===== src/rtl/supply_reset_pkg.sv =====
package supply_reset_pkg;

  typedef enum logic [1:0] {
    SUP_HOLD  = 2'd0,
    SUP_RUN   = 2'd1,
    SUP_FORCE = 2'd2
  } sup_state_e;

  // a programmed length of zero behaves as a single cycle
  function automatic logic [31:0] clamp_len(input logic [31:0] v);
    return (v == 32'd0) ? 32'd1 : v;
  endfunction

endpackage


===== src/rtl/sup_sync2.sv =====
module sup_sync2 (
  input  logic clk,
  input  logic por_n,
  input  logic d_async,
  output logic q_sync
);
  logic meta_q;

  always_ff @(posedge clk or negedge por_n) begin
    if (!por_n) begin
      meta_q <= 1'b0;
      q_sync <= 1'b0;
    end else begin
      meta_q <= d_async;
      q_sync <= meta_q;
    end
  end
endmodule


===== src/rtl/sup_period_timer.sv =====
module sup_period_timer #(
  parameter int PW = 16
) (
  input  logic          clk,
  input  logic          por_n,
  input  logic          clr,
  input  logic          en,
  input  logic [PW-1:0] limit,
  output logic          done
);
  logic [PW-1:0] cnt_q;
  logic [PW-1:0] last_idx;

  assign last_idx = limit - 1'b1;
  assign done     = en && (cnt_q >= last_idx);

  always_ff @(posedge clk or negedge por_n) begin
    if (!por_n)       cnt_q <= '0;
    else if (clr)     cnt_q <= '0;
    else if (en)      cnt_q <= done ? '0 : cnt_q + 1'b1;
  end

  // after a clear the count starts again from zero
  assert_restart_from_zero_R2: assert property (@(posedge clk) disable iff (!por_n)
    (clr && !en) |=> !(done && limit > 1));
endmodule


===== src/rtl/sup_glitch_filter.sv =====
module sup_glitch_filter #(
  parameter int GW = 8
) (
  input  logic          clk,
  input  logic          por_n,
  input  logic          en,
  input  logic          ok_s,
  input  logic [GW-1:0] glen,
  output logic          qualify
);
  logic [GW-1:0] low_q;

  assign qualify = en && !ok_s && (low_q == glen);

  always_ff @(posedge clk or negedge por_n) begin
    if (!por_n)               low_q <= '0;
    else if (!en || ok_s)     low_q <= '0;
    else if (low_q != glen)   low_q <= low_q + 1'b1;
  end

  // the run-length counter never passes the filter length
  assert_low_run_bounded_R3: assert property (@(posedge clk) disable iff (!por_n)
    en |-> (low_q <= glen));
endmodule


===== src/rtl/supply_reset_gen.sv =====
module supply_reset_gen
  import supply_reset_pkg::*;
#(
  parameter int PW = 16,
  parameter int GW = 8
) (
  input  logic          clk,
  input  logic          por_n,
  input  logic          supply_ok,
  input  logic [PW-1:0] reset_period,
  input  logic [GW-1:0] glitch_len,
  output logic          res_n
);
  sup_state_e    state_q, state_d;
  logic          ok_s;
  logic [PW-1:0] period_eff;
  logic [GW-1:0] glen_q;
  logic          tmr_en, tmr_clr, tmr_done;
  logic          released, qualify;

  assign period_eff = PW'(clamp_len(32'(reset_period)));
  assign released   = (state_q == SUP_RUN);
  assign res_n      = released;

  sup_sync2 u_sync (
    .clk     (clk),
    .por_n   (por_n),
    .d_async (supply_ok),
    .q_sync  (ok_s)
  );

  always_comb begin
    tmr_en  = 1'b0;
    tmr_clr = 1'b0;
    unique case (state_q)
      SUP_HOLD:  begin tmr_en = ok_s; tmr_clr = !ok_s; end
      SUP_FORCE: tmr_en = 1'b1;
      default:   tmr_clr = 1'b1;
    endcase
  end

  sup_period_timer #(.PW(PW)) u_timer (
    .clk   (clk),
    .por_n (por_n),
    .clr   (tmr_clr),
    .en    (tmr_en),
    .limit (period_eff),
    .done  (tmr_done)
  );

  // filter length follows the input only while reset is asserted
  always_ff @(posedge clk or negedge por_n) begin
    if (!por_n)         glen_q <= GW'(1);
    else if (!released) glen_q <= GW'(clamp_len(32'(glitch_len)));
  end

  sup_glitch_filter #(.GW(GW)) u_filter (
    .clk     (clk),
    .por_n   (por_n),
    .en      (released),
    .ok_s    (ok_s),
    .glen    (glen_q),
    .qualify (qualify)
  );

  always_comb begin
    state_d = state_q;
    unique case (state_q)
      SUP_HOLD:  if (tmr_done) state_d = SUP_RUN;
      SUP_RUN:   if (qualify)  state_d = SUP_FORCE;
      SUP_FORCE: if (tmr_done) state_d = ok_s ? SUP_RUN : SUP_HOLD;
      default:   state_d = SUP_HOLD;
    endcase
  end

  always_ff @(posedge clk or negedge por_n) begin
    if (!por_n) state_q <= SUP_HOLD;
    else        state_q <= state_d;
  end

  // a bad supply while held keeps reset low
  assert_hold_while_bad_R2: assert property (@(posedge clk) disable iff (!por_n)
    (state_q == SUP_HOLD && !ok_s) |=> !res_n);

  // a qualified drop asserts reset on the next cycle
  assert_qualified_drop_R4: assert property (@(posedge clk) disable iff (!por_n)
    qualify |=> !res_n);

  // with no qualified drop a released reset stays released
  assert_stay_released_R3: assert property (@(posedge clk) disable iff (!por_n)
    (res_n && !qualify) |=> res_n);

  // release only happens on a cycle where the supply was seen good
  assert_release_needs_good_R5: assert property (@(posedge clk) disable iff (!por_n)
    $rose(res_n) |-> $past(ok_s));
endmodule


===== config.mk =====
export PLATFORM = sky130hd
export DESIGN_NAME = supply_reset_gen
export DESIGN_NICKNAME = d
export VERILOG_FILES = /design/src/rtl/supply_reset_pkg.sv /design/src/rtl/sup_sync2.sv /design/src/rtl/sup_period_timer.sv /design/src/rtl/sup_glitch_filter.sv /design/src/rtl/supply_reset_gen.sv
export SDC_FILE = /design/constraint.sdc
export NUM_CORES = 1
export LEC_CHECK = 0
export ABC_CLOCK_PERIOD_IN_PS = 5200
export BUFFER_PORTS_ARGS = -buffer_cell sky130_fd_sc_hd__buf_4
export CAP_MARGIN = 20
export CORE_UTILIZATION = 41
export CTS_BUF_LIST = sky130_fd_sc_hd__clkbuf_8
export DETAILED_ROUTE_END_ITERATION = 8
export PLACE_DENSITY = 0.71
export REMOVE_ABC_BUFFERS = 1
export SETUP_SLACK_MARGIN = 0.4
export SLEW_MARGIN = 20
export SYNTH_ARGS = -nofsm -noshare
export SYNTH_HDL_FRONTEND = slang
export SYNTH_SLANG_ARGS = --single-unit

===== constraint.sdc =====
create_clock -name clk -period 5.2 [get_ports clk]
set_input_delay 0.26 -clock clk [delete_from_list [all_inputs] [get_ports clk]]
set_output_delay 0.26 -clock clk [all_outputs]
set_load 0.02 [all_outputs]

# Word-level counts from Yosys, hierarchy flattened
# Index checks and enable logic that the tools add are counted.
# op_classes
add_sub_neg,3
order_cmp,1
n_eq_ne,7
n_mux,14
reduce_logical,12
# ops
operator,n
$mux 16,4
$mux 8,3
$add 16x1->16 const B,1
$ge 16x16->1,1
$logic_not 16->1,1
$sub 16x1->16 const B,1
$add 8x1->8 const B,1
$eq 8x8->1,1
$logic_not 8->1,1
$ne 8x8->1,1
$mux 2,3
$pmux 2 s3,1
$ne 2x1->1 const B,2
$pmux 1 s2,2
$reduce_bool 2->1,2
$logic_and 1x1->1,3
$reduce_and 3->1,1
$eq 2x1->1 const B,1
$eq 2x2->1 const B,1
$logic_not 1->1,2
$logic_not 2->1,1
$ne 2x2->1 const B,1
$logic_or 1x1->1,1
$mux 1,1
# word_totals
ff_bits,36
output_inout_bits,1
wordCells,43

# Longest topological paths before layout
# depth
ltp_word,8
depth_mapped,14
ltp_nobuf,13

# Cells and area by module
# Synthesis repeated with hierarchy kept, for this count alone.
# unflattened
hier_cells,292
hier_area_um2,2720.1
# by_module_without_submodules
module,n_inst,cells_each,area_per_inst_um2
sup_period_timer,1,173,1550.2
sup_glitch_filter,1,64,575.6
supply_reset_gen,1,53,544.3
sup_sync2,1,2,50.0

# Worst setup path before layout
# No wires, ideal clock.
# synth_timing
path_kind,input-to-reg
start,in reset_period[2]
end,reg u_timer.cnt_q[10]
setup_time_ns,0.132
arrival_ns,3.066
required_ns,5.068
slack_ns,2.002
path_stages,14
path_buffers,1
path_cell_list,or4_4 nor4_4 a31oi_1 ha_1 nand2_2 nor3_2 xnor2_1 ha_1 nand4_1 nor3_1 o311ai_0 nand4_1 clkbuf_1 nor2_1
# synth_via
elab_chain_len,8
# synth_rtl
element,line_no,rtl
"start, declared",supply_reset_gen.sv:10,"input logic [PW-1:0] reset_period,"
$logic_not 16->1,supply_reset_pkg.sv:11,return (v == 32'd0) ? 32'd1 : v;
$mux 16 (*),supply_reset_pkg.sv:11,
$sub 16x1->16 (*),sup_period_timer.sv:14,assign last_idx = limit - 1'b1;
$ge 16x16->1 (*),sup_period_timer.sv:15,assign done = en && (cnt_q >= last_idx);
$logic_and 1x1->1 (*),sup_period_timer.sv:15,
$mux 16 (*) (2 in a row),sup_period_timer.sv:20,else if (en) cnt_q <= done ? '0 : cnt_q + 1'b1;
$mux 16 (*),sup_period_timer.sv:19,else if (clr) cnt_q <= '0;
"end signal, assigned",sup_period_timer.sv:20,
"end, declared",sup_period_timer.sv:11,logic [PW-1:0] cnt_q;
# Every way passes the cells marked *; elsewhere a longest branch is shown, timed or not. The select of a mux whose other input is x is not followed.
# A chain may end at the register's enable or synchronous reset.

# Worst setup path in the final report
# layout_timing
start,in reset_period[2]
end,reg u_timer.cnt_q[13]
# Same word-level chain as after synthesis.

==> run_results.csv <==
group,metric,value,unit
run_status,outcome,"complete, no violations",
logic_synthesis,synthAdderAreaFrac,0.101,
sta,final-setup-viol-count,0,
logic_synthesis,yosysSeqAreaShare,0.385,
logic_synthesis,netlist.area_leader.share,0.373,
clock_network,h-tree-depth,2,
logic_synthesis,synth_top_family_by_area,"simple AND/OR/NAND/NOR gates",
global_route,grt_pass1_wl,7.58,mm
critical_path,cp-end-kind,"flop",
final_layout,syn2layout_area_growth,16.2,%
sta,tightest_slew,0.913,ns
logic_synthesis,synth_largest_area_cell,"dfrtp_1",
logic_synthesis,synthCells,248,
logic_synthesis,synth_cell_types,42,
critical_path,worst_path_max_delay_cell,"or4_4",
route,via_count,1825,
route,dr.pass1.iters,4,
logic_synthesis,ys_ff_latch,36,
sta,fin_crit_sh,0.661,
route,wl,4.50,mm
placement,io_buffers,27,
global_route,grt_pass1_vias,1676,
logic_synthesis,ys_warn_count,0,
clock_network,clock_latency,0.28,ns
logic_synthesis,syn-cell-area,2350,sq um
critical_path,path_delay_family,"simple AND/OR/NAND/NOR gates",
sta,fin_tns_setup,0,ns
global_route,antenna_found_initial,0,
critical_path,path_buf_inv,2,
logic_synthesis,synth_compound_area_frac,0.0928,
hold_path,min-delay-start,"supply_ok",
floorplan,die_y,77.6,um
route,drtIter0Drc,74,
clock_network,clk_pin_slew_worst_paths,0.07,ns
floorplan,fp.dieArea,6030,sq um
critical_path,worstPathCellList,"buf_4 > or4_4 > nor4_4 > a31oi_1 > ha_1 > inv_1 > nor2_1 > xnor2_1 > ha_1 > a41oi_1 > o21ai_0 > a2bb2oi_1 > nand4_1 > nor2_1",
final_layout,antenna_cells,0,
sta,max_slew_margin,0.389,
sta,timing.fmax,291,MHz
route,via_per_inst,5.18,
clock_network,root_buffer,"clkbuf_8",
clock_network,numCtsBuffers,5,
final_layout,instances_no_fill,352,
critical_path,crit_required,5.40,ns
floorplan,core,5510,sq um
job,drv_cap,0,
critical_path,r2r-end,"u_timer.cnt_q[13]$_DFFE_PN0P_",
route,drt-wirelength-per-cell,12.8,um
sta,rsz0062_at_grt,"no",
clock_network,clock_sinks,36,
critical_path,crit_fanout,16,
power_and_ir_drop,p_leak,0.00123,uW
logic_synthesis,synth-edff-count,0,
logic_synthesis,syn_area_per_cell,9.46,sq um
logic_synthesis,synth_xor_area_frac,0.131,
final_layout,layout.nets,325,
sta,clock_skew,0.00543,ns
placement,dp_hpwl,3.50,mm
route,route.detailed.drc,0,
clock_network,cts_buffer_depth,2,
critical_path,crit_arrival,3.63,ns
critical_path,max_stage_delay,0.57,ns
power_and_ir_drop,ir_worst_vdd,0.151,mV
final_layout,drive_gt1_frac,0.214,
floorplan,dieWidth,77.6,um
logic_synthesis,synthArstFlopShare,1.00,
sta,period_minus_slack,3.44,ns
sta,drv_slew,0,
logic_synthesis,synth_top_cells_by_area,"dfrtp_1 (37%), ha_1 (10%), xor2_1 (7.1%)",
clock_network,cts_tree,"yes",
route,ant_nets,0,
power_and_ir_drop,power_density,273,nW/um^2
floorplan,start_util,0.426,
global_route,grt_start_max_net_pins,37,
hold_path,holdPathEnd,"u_sync.meta_q$_DFF_PN0_",
critical_path,reg2reg_depth,7,
critical_path,critPathLaunchType,"input port",
critical_path,r2r-start,"u_timer.cnt_q[0]$_DFFE_PN0P_",
hold_path,min_path_type,"in2reg",
placement,dp_cells,343,
logic_synthesis,yosys-mux-area-fraction,0.0379,
global_route,grt.overflow.total,0,
hold_path,whs_path_depth,1,
sta,hold_viol,0,
global_route,grt_usage,0.161,
critical_path,ff2ff_setup_slack,2.77,ns
logic_synthesis,synth-simple-area-share,0.227,
floorplan,rows,27,
logic_synthesis,ys.flop_type,"dfrtp_1",
placement,gp_congestion,0.852,
critical_path,path_class,"in2reg",
floorplan,ioPinCount,28,
==> logic make-up after synthesis <==
| group | count (synthesis) |
|---|---|
| and+or+nand+nor | 102 |
| AOI/OAI and AO/OA | 32 |
| DFF | 36 |
| muxes | 8 |
| adders and majority gates | 19 |
| xor gates and xnor gates | 35 |
| buffers and inverters | 16 |
==> placed cells by master, fill, tap and decap left out, types with 2 or more instances in the layout <==
cell type / instances
xnor2_1: 16
clkinv_2: 2
inv_1: 12
nor3_2: 3
and3_1: 2
buf_4: 27
mux2_2: 7
o21ai_0: 5
a21oi_1: 9
ha_1: 19
dfrtp_1: 35
nand4_1: 6
or4_4: 2
xor2_1: 19
nand3_1: 13
nor3_1: 5
a31oi_1: 3
clkbuf_8: 6
a211oi_1: 2
nand2_1: 19
a31o_2: 5
nor4_1: 4
nor4_2: 2
nor2_1: 38
==> repair_timing <==
| action | CTS | global route |
|---|---|---|
| endpoints found under the setup margin | 0 | 0 |
| hold buffers | 1 | 0 |
| buffers inserted | 0 | 0 |
| gates resized for setup | 0 | 0 |
| hold endpoints to repair | 35 | 0 |
==> worst max-delay path by stage <==
stage / startpoint / to / slack, ns / depth (start not counted)
after CTS: reset_period[2] / u_timer.cnt_q[7]$_DFFE_PN0P_ / 1.73 / 14
after detailed placement: reset_period[2] / u_timer.cnt_q[13]$_DFFE_PN0P_ / 1.45 / 14
after global routing: reset_period[9] / u_timer.cnt_q[13]$_DFFE_PN0P_ / 1.41 / 14
after global placement: reset_period[2] / u_timer.cnt_q[0]$_DFFE_PN0P_ / 1.49 / 14
after floorplan: reset_period[2] / u_timer.cnt_q[10]$_DFFE_PN0P_ / 2.09 / 13
final: reset_period[2] / u_timer.cnt_q[13]$_DFFE_PN0P_ / 1.76 / 14
==> metrics by stage <==
stage | worst slack, ns | hold WS [ns] | utilization | cell area [sq um] | power [uW]
floorplan | 2.09 | -0.0356 | - | 2330 | 482
global placement | 1.49 | 0.248 | 0.476 | 2620 | 543
detailed placement | 1.45 | 0.246 | 0.476 | 2620 | 550
CTS | 1.73 | 0.0795 | 0.495 | 2730 | 752
global route | 1.41 | 0.0760 | 0.495 | 2730 | 797
finish | 1.76 | 0.0858 | 0.495 | 2730 | 745
==> cells in the mapped netlist (all sizes together), types with 2 or more instances <==
cell and number:
nor3 8, a31oi 3, buf 2, or4 3
xor2 19, nor2 38, dfrtp 35, a21oi 9
xnor2 16, inv 12, nand4 6, ha 19
and3 2, a31o 5, nand2 20, mux2 7
a211oi 2, nor4 7, o21ai 5, nand3 13
clkbuf 2
==> metal layers <==
| metal | up-vias | GRT usage | wire (um) |
|---|---|---|---|
| met5 | - | 0 | 0 |
| met2 | 29 | 0.259 | 2040 |
| met3 | 5 | 0.0365 | 152 |
| met4 | 0 | 0.0453 | 46 |
| met1 | 852 | 0.214 | 2250 |
| li1 | 939 | - | - |
==> registers in the layout, indices dropped and copies added, names as in the netlist <==
signal	flops
u_sync.meta_q	1
glen_q	8
u_filter.low_q	8
u_sync.q_sync	1
state_q	2
u_timer.cnt_q	16
==> layout make-up <==
cell class                 count  area, sq um
clock buffer                   6         82.6
multi-input combinational    196         1380
timing repair buffer          28          213
inverter                      12         45.0
tap                           72         90.1
sequential                    36          902
fill                         512         2780
clock inverter                 2         10.0
==> power by group <==
group	internal, uW	switching [uW]	total (uW)
registers	315	44.6	359
logic	87.7	98.3	186
clock network	106	94.2	200
total	508	237	745
No activity file was read; power rests on OpenSTA's default activity.
